$ cat src/rtl/mdrop_rx_pkg.sv
// Package: shared types and status-byte field positions for the multidrop
// receiver. Assumes an 8-bit status byte whose positions are fixed.
package mdrop_rx_pkg;

    localparam int STAT_W   = 8;
    localparam int STAT_BRK = 7;
    localparam int STAT_FRM = 6;
    localparam int STAT_TAG = 5;
    localparam int STAT_OVR = 4;

    typedef enum logic [1:0] {
        RX_IDLE  = 2'd0,
        RX_START = 2'd1,
        RX_BITS  = 2'd2,
        RX_HOLD  = 2'd3
    } rx_state_e;

    // Build a status byte from the error and tag flags.
    function automatic logic [STAT_W-1:0] mk_stat(input logic brk, input logic frm,
                                                  input logic tag, input logic ovr);
        logic [STAT_W-1:0] s;
        s           = '0;
        s[STAT_BRK] = brk;
        s[STAT_FRM] = frm;
        s[STAT_TAG] = tag;
        s[STAT_OVR] = ovr;
        return s;
    endfunction

endpackage

$ cat src/rtl/mdrop_rx_sampler.sv
// Sampler: synchronises the serial line and decodes one character per frame
// (start, DATA_W data bits LSB first, tag, stop) using an oversampling
// enable at OVS pulses per bit. Assumes the line idles high. After a low stop
// bit it waits for the line to go high before looking for a new start.
module mdrop_rx_sampler
    import mdrop_rx_pkg::*;
#(
    parameter int DATA_W = 8,
    parameter int OVS    = 16
) (
    input  logic              clk,
    input  logic              rst_n,
    input  logic              os_tick,
    input  logic              rxd,
    output logic              chr_vld,
    output logic [DATA_W-1:0] chr_data,
    output logic              chr_tag,
    output logic              chr_ferr,
    output logic              chr_brk
);

    localparam int NS = DATA_W + 2;
    localparam int CW = $clog2(OVS);
    localparam int IW = $clog2(NS + 1);
    localparam logic [CW-1:0] MID  = CW'(OVS / 2 - 1);
    localparam logic [CW-1:0] LAST = CW'(OVS - 1);
    localparam logic [IW-1:0] NSL  = IW'(NS - 1);

    logic [1:0]    sync_q;
    logic          line;
    rx_state_e     st_q;
    logic [CW-1:0] cnt_q;
    logic [IW-1:0] idx_q;
    logic [NS-1:0] sh_q;
    logic [NS-1:0] nxt_sh;

    assign line   = sync_q[1];
    assign nxt_sh = {line, sh_q[NS-1:1]};

    // Two-flop synchroniser for the asynchronous line.
    always_ff @(posedge clk) begin
        if (!rst_n) sync_q <= 2'b11;
        else        sync_q <= {sync_q[0], rxd};
    end

    // Frame decoder: start check, bit sampling and character emission.
    always_ff @(posedge clk) begin
        if (!rst_n) begin
            st_q     <= RX_IDLE;
            cnt_q    <= '0;
            idx_q    <= '0;
            sh_q     <= '0;
            chr_vld  <= 1'b0;
            chr_data <= '0;
            chr_tag  <= 1'b0;
            chr_ferr <= 1'b0;
            chr_brk  <= 1'b0;
        end else begin
            chr_vld <= 1'b0;
            case (st_q)
                RX_IDLE: begin
                    if (os_tick && !line) begin
                        st_q  <= RX_START;
                        cnt_q <= CW'(1);
                    end
                end
                RX_START: begin
                    if (os_tick) begin
                        if (cnt_q == MID) begin
                            cnt_q <= '0;
                            idx_q <= '0;
                            st_q  <= line ? RX_IDLE : RX_BITS;
                        end else begin
                            cnt_q <= cnt_q + CW'(1);
                        end
                    end
                end
                RX_BITS: begin
                    if (os_tick) begin
                        if (cnt_q == LAST) begin
                            cnt_q <= '0;
                            sh_q  <= nxt_sh;
                            if (idx_q == NSL) begin
                                chr_vld  <= 1'b1;
                                chr_data <= nxt_sh[DATA_W-1:0];
                                chr_tag  <= nxt_sh[DATA_W];
                                chr_ferr <= !line;
                                chr_brk  <= !line && (nxt_sh[DATA_W:0] == '0);
                                st_q     <= line ? RX_IDLE : RX_HOLD;
                            end else begin
                                idx_q <= idx_q + IW'(1);
                            end
                        end else begin
                            cnt_q <= cnt_q + CW'(1);
                        end
                    end
                end
                default: begin
                    if (line) st_q <= RX_IDLE;
                end
            endcase
        end
    end

endmodule

$ cat src/rtl/mdrop_rx_accept.sv
// Accept filter: decides whether a decoded character enters the queue.
// Disabled receivers keep address-tagged characters and breaks only.
// A character that should be kept but finds the queue full is dropped and
// marks the next kept character as overrun. Assumes one-cycle chr_vld.
module mdrop_rx_accept
    import mdrop_rx_pkg::*;
#(
    parameter int DATA_W = 8
) (
    input  logic              clk,
    input  logic              rst_n,
    input  logic              rx_en,
    input  logic              chr_vld,
    input  logic [DATA_W-1:0] chr_data,
    input  logic              chr_tag,
    input  logic              chr_ferr,
    input  logic              chr_brk,
    input  logic              q_full,
    output logic              push,
    output logic [DATA_W-1:0] push_data,
    output logic [STAT_W-1:0] push_stat
);

    logic keep;
    logic ovr_q;

    // Keep decision from enable state, tag and break.
    always_comb begin
        keep      = chr_vld && (rx_en || chr_tag || chr_brk);
        push      = keep && !q_full;
        push_data = chr_data;
        push_stat = mk_stat(chr_brk, chr_ferr, chr_tag, ovr_q);
    end

    // Pending overrun mark, set on a full-queue drop, cleared once reported.
    always_ff @(posedge clk) begin
        if (!rst_n)              ovr_q <= 1'b0;
        else if (keep && q_full) ovr_q <= 1'b1;
        else if (push)           ovr_q <= 1'b0;
    end

endmodule

$ cat src/rtl/mdrop_rx_fifo.sv
// Receive queue: DEPTH entries of W bits with a fall-through head.
// A push when full and a pop when empty are ignored. Assumes DEPTH >= 2.
module mdrop_rx_fifo #(
    parameter int W     = 16,
    parameter int DEPTH = 16
) (
    input  logic         clk,
    input  logic         rst_n,
    input  logic         push,
    input  logic [W-1:0] wdata,
    input  logic         pop,
    output logic [W-1:0] rdata,
    output logic         full,
    output logic         empty
);

    localparam int AW   = $clog2(DEPTH);
    localparam int CNTW = AW + 1;
    localparam logic [AW-1:0]   PTR_LAST = AW'(DEPTH - 1);
    localparam logic [CNTW-1:0] CNT_FULL = CNTW'(DEPTH);

    logic [W-1:0]    mem_q [DEPTH];
    logic [AW-1:0]   wr_q, rd_q;
    logic [CNTW-1:0] cnt_q;
    logic            do_push, do_pop;

    assign full    = (cnt_q == CNT_FULL);
    assign empty   = (cnt_q == '0);
    assign do_push = push && !full;
    assign do_pop  = pop && !empty;
    assign rdata   = mem_q[rd_q];

    // Storage write at the write pointer.
    always_ff @(posedge clk) begin
        if (do_push) mem_q[wr_q] <= wdata;
    end

    // Pointer and occupancy bookkeeping with wrap at DEPTH.
    always_ff @(posedge clk) begin
        if (!rst_n) begin
            wr_q  <= '0;
            rd_q  <= '0;
            cnt_q <= '0;
        end else begin
            if (do_push) wr_q <= (wr_q == PTR_LAST) ? '0 : wr_q + AW'(1);
            if (do_pop)  rd_q <= (rd_q == PTR_LAST) ? '0 : rd_q + AW'(1);
            case ({do_push, do_pop})
                2'b10:   cnt_q <= cnt_q + CNTW'(1);
                2'b01:   cnt_q <= cnt_q - CNTW'(1);
                default: cnt_q <= cnt_q;
            endcase
        end
    end

endmodule

$ cat src/rtl/mdrop_rx.sv
// Top: multidrop slave receiver. Chains sampler, accept filter and queue.
// The interrupt output is built only when HAS_IRQ is set.
// Assumes os_tick comes from an external baud generator at 16x the bit rate.
module mdrop_rx
    import mdrop_rx_pkg::*;
#(
    parameter int DATA_W  = 8,
    parameter int OVS     = 16,
    parameter int DEPTH   = 16,
    parameter bit HAS_IRQ = 1'b1
) (
    input  logic              clk,
    input  logic              rst_n,
    input  logic              os_tick,
    input  logic              rxd,
    input  logic              rx_en,
    input  logic              irq_en,
    input  logic              rd_en,
    output logic [DATA_W-1:0] rd_data,
    output logic [STAT_W-1:0] rd_stat,
    output logic              rx_ready,
    output logic              irq
);

    localparam int EW = DATA_W + STAT_W;

    logic              chr_vld, chr_tag, chr_ferr, chr_brk;
    logic [DATA_W-1:0] chr_data;
    logic              push_w, q_full, q_empty;
    logic [DATA_W-1:0] push_data;
    logic [STAT_W-1:0] push_stat;
    logic [EW-1:0]     head;

    mdrop_rx_sampler #(.DATA_W(DATA_W), .OVS(OVS)) u_smp (
        .clk      (clk),
        .rst_n    (rst_n),
        .os_tick  (os_tick),
        .rxd      (rxd),
        .chr_vld  (chr_vld),
        .chr_data (chr_data),
        .chr_tag  (chr_tag),
        .chr_ferr (chr_ferr),
        .chr_brk  (chr_brk)
    );

    mdrop_rx_accept #(.DATA_W(DATA_W)) u_acc (
        .clk       (clk),
        .rst_n     (rst_n),
        .rx_en     (rx_en),
        .chr_vld   (chr_vld),
        .chr_data  (chr_data),
        .chr_tag   (chr_tag),
        .chr_ferr  (chr_ferr),
        .chr_brk   (chr_brk),
        .q_full    (q_full),
        .push      (push_w),
        .push_data (push_data),
        .push_stat (push_stat)
    );

    mdrop_rx_fifo #(.W(EW), .DEPTH(DEPTH)) u_q (
        .clk   (clk),
        .rst_n (rst_n),
        .push  (push_w),
        .wdata ({push_stat, push_data}),
        .pop   (rd_en),
        .rdata (head),
        .full  (q_full),
        .empty (q_empty)
    );

    assign rd_data  = head[DATA_W-1:0];
    assign rd_stat  = head[EW-1:DATA_W];
    assign rx_ready = !q_empty;

    // Interrupt request present only in the variant that asks for it.
    generate
        if (HAS_IRQ) begin : g_irq
            assign irq = irq_en && rx_ready;
        end else begin : g_noirq
            logic unused_irq_en;
            assign unused_irq_en = irq_en;
            assign irq = 1'b0;
        end
    endgenerate

endmodule

$ cat config.mk
export PLATFORM = sky130hd
export DESIGN_NAME = mdrop_rx
export DESIGN_NICKNAME = d
export VERILOG_FILES = /design/src/rtl/mdrop_rx_pkg.sv /design/src/rtl/mdrop_rx_sampler.sv /design/src/rtl/mdrop_rx_accept.sv /design/src/rtl/mdrop_rx_fifo.sv /design/src/rtl/mdrop_rx.sv
export SDC_FILE = /design/constraint.sdc
export NUM_CORES = 1
export LEC_CHECK = 0
export BUFFER_PORTS_ARGS = -buffer_cell sky130_fd_sc_hd__buf_2
export CAP_MARGIN = 20
export CORE_AREA = 4 4 173 175
export DETAILED_ROUTE_END_ITERATION = 8
export DIE_AREA = 0 0 177 179
export GPL_TIMING_DRIVEN = 0
export PLACE_DENSITY = 0.47
export SLEW_MARGIN = 10
export SYNTH_ARGS = -nofsm -noshare
export SYNTH_HDL_FRONTEND = slang
export SYNTH_SLANG_ARGS = --single-unit
export TNS_END_PERCENT = 20
$ cat constraint.sdc
create_clock -name clk -period 4.19 [get_ports clk]
set_input_delay 0.419 -clock clk [delete_from_list [all_inputs] [get_ports clk]]
set_output_delay 0.419 -clock clk [all_outputs]
set_load 0.005 [all_outputs]
==> summary.txt <==
Run status
  – Status: complete, no violations

Detailed routing
  – Vias per std cell: ~5
  – Initial drt markers: 298
  – WL per Instance: 19.6 µm
  – Final WL: 21100 µm
  – DRC viols: 0
  – DR vias: approximately 5400
  – 1st-pass router iterations: 5
  – Routed Antenna Nets: 0

Critical path
  – CP top delay family: compound AO/OA/AOI/OAI gates
  – CP Data Required Time: about 4.6 ns
  – Most common cell on crit path: ha_1
  – Critical-path cell list: o31ai_1 > a21oi_2 > inv_1 > ha_1 > buf_6 > xor2_1 > ha_1 > a21o_1 > o311ai_2 > nor4_1 > or4_1
  – Startpoint types: flop
  – Slowest CP cell: dfxtp_1
  – Crit-path max FO: 19
  – WP buf/inv: 2
  – Worst Path Arrival: roughly 3.8 ns
  – Slowest stage delay, CP: between 0.7 and 0.8 ns
  – CP Capture Type: flop
  – Crit Path Category: flop to flop

Global routing
  – Tot GR Track Use: 0.136
  – Number of global-route vias before repair: 5609
  – First-pass GRT wire length: ~33000 µm
  – Grt total ovfl: 0
  – Antenna violations before repair: 0
  – Largest net degree at the start of global routing: 20

Timing
  – Rel. slew slack: 0.422
  – Final setup violation count: 0
  – Slew at the pin closest to its max-slew limit: 0.866 ns
  – Period utilisation layout: 0.816
  – Final Skew: about 0.012 ns
  – Final Hold Vio Count: 0
  – Minimum clock period: 3.42 ns
  – Fin Setup TNS: 0 ns
  – Peak Freq: 0.293 GHz
  – Final Max Slew Viols: 0
  – RSZ-0062 raised after global routing: false
  – Hold slack: 0.0820 ns

Die
  – Die ar.: 31700 µm²
  – Core Box Area: 28500 µm²
  – Die Y: approximately 180 µm
  – Die width: 177 µm
  – Initial core utilization: 0.346
  – # IOs: 25
  – Rows: 62

Yosys
  – Ys Warns: 0
  – Post-Synth XOR/XNOR Area: 0.00444
  – Top cell type's share of synthesized area: 0.585
  – Most frequent cell after synthesis: edfxtp_1
  – Top FF cell, synth: edfxtp_1
  – Post-synth EDFFs: around 190
  – Syn Area/Cell: between 15 and 20 µm²
  – Largest family of logic cells by synthesized area: multiplexers
  – Seq cells post-synth: ~240
  – Complex-gate fraction of the synthesized area: 0.0602
  – Post-synth cell types: 67
  – Post-Syn Area: 9850 µm²
  – Mapped Cells: 610
  – Post-synth top cells: 192 x edfxtp_1, 51 x dfxtp_1, 48 x mux4_2, 48 x nand2_1, 43 x nor2_1
  – Leading area contributor after synthesis: edfxtp_1
  – Synth Area in Adders: 0.0203
  – Synth Area in Simple Gates: 0.0767
  – Sequential area share after synthesis: 0.689
  – Async SR Flop Fraction: 0
  – Synth top area cells: edfxtp_1 59%, mux4_2 11%, dfxtp_1 10%
  – Mux contribution to synthesized area: 0.126

Final layout
  – Non-Filler Instances: 1077
  – P&R area growth vs syn: 15.8%
  – Antenna Cells: 0
  – Final net count: 697
  – Share of cells above drive strength 1: 0.218

Clock tree
  – CTS Buf Count: 27
  – Root Buffer Master: clkbuf_16
  – Clk pin slew, worst setup/hold paths: 0.06 ns
  – CTS tree: yes
  – Post-CTS Setup Bufs: 0
  – Post_cts resized: 0
  – CTS Hold Bufs: 0
  – Clock tree sinks: 243
  – Worst-Skew Late Latency: 0.53 ns
  – H-tree lvl count: 1
  – CTS Buffer Depth: 3

Place
  – DP Wirelength: 14300 µm
  – Routability congestion estimate from global placement: between 0.7 and 0.8
  – Placed Cells: ~1000
  – Number of buffers added on ports: 20

Power and ir drop
  – Maximum resistive drop on vdd: roughly 0.36 mV
  – Leakage power: 4.33 nW
  – Pwr/cell area: 503 nW/µm²

Hold path
  – Hold Path Class: input pin to flop

Flow run
  – Max_cap viols: 0
[power by group]
| part | internal [mW] | switching (mW) |
|---|---|---|
| sequential | 2.61 | 0.0359 |
| clock | 1.30 | 0.911 |
| combinational | 0.374 | 0.508 |
[sequential cells by signal, indices dropped and copies added (netlist names), 2 cells and up, named ones only]
name            flops
u_q.mem_q         192
u_smp.idx_q         4
u_smp.cnt_q         4
u_smp.sh_q          9
u_smp.chr_data      8
u_q.rd_q            4
u_smp.sync_q        2
u_q.wr_q            4
u_q.cnt_q           5
u_smp.st_q          2
[placed cells by master, fill, tap and decap left out, types with 7 or more instances in the layout]
| master | count |
|---|---|
| edfxtp_1 | 192 |
| dfxtp_1 | 51 |
| mux4_2 | 48 |
| nand2_1 | 48 |
| nor2_1 | 39 |
| buf_2 | 28 |
| clkbuf_16 | 27 |
| a22oi_1 | 24 |
| a21oi_1 | 20 |
| clkbuf_1 | 19 |
| ha_1 | 16 |
| inv_1 | 15 |
| buf_4 | 14 |
| mux2i_1 | 12 |
| nand3_1 | 9 |
| nand2b_1 | 7 |
| nor4_1 | 7 |
[metal layers]
metal | global-route usage | share of wire | wire length, µm
met4 | 0.0277 | 0.012 | 263
met1 | 0.182 | 0.44 | 9230
met3 | 0.0213 | 0.042 | 875
met5 | 0 | 0 | 0
met2 | 0.236 | 0.51 | 10700
[final timing paths]
path | startpoint | to | slack (ns) | depth (start not counted)
max reg2reg | u_smp.chr_brk | u_q.cnt_q[4] | 0.77 | 11
max | u_smp.chr_brk | u_q.cnt_q[4] | 0.77 | 11
min reg2reg | u_smp.sync_q[0] | u_smp.sync_q[1] | 0.40 | 1
min | rxd | u_smp.sync_q[0] | 0.08 | 2
[cell families (layout without fill, tap and decap cells)]
group / after synthesis / count (layout)
flip-flops: 243 / 243
buffers and inverters: 49 / 129
XOR/XNOR: 5 / 5
AND/OR/NAND/NOR: 152 / 152
AO/OA/AOI/OAI: 81 / 81
adder cells (fa/ha/maj): 16 / 16
multiplexers: 63 / 63
other: 1 / 4
[area by class of cell]
class	count	area (µm²)
Multi-Input combinational cell	321	2880
Buffer	34	175
Clock inverter	17	140
Inverter	15	56.3
Sequential cell	243	6790
Tap cell	384	480
Fill cell	2609	17100
Clock buffer	31	691
Timing Repair Buffer	32	205
[stage by stage]
step	worst slack [ns]	util	power (mW)	instance area, µm²
after global placement	0.437	0.367	3.57	10400
after CTS	0.729	0.401	5.82	11400
after global routing	0.507	0.401	6.00	11400
after floorplan	1.11	-	3.37	9860
after detailed placement	0.744	0.372	3.60	10600
final	0.773	0.401	5.74	11400
Note: power is estimated with default switching activity, not from simulation.
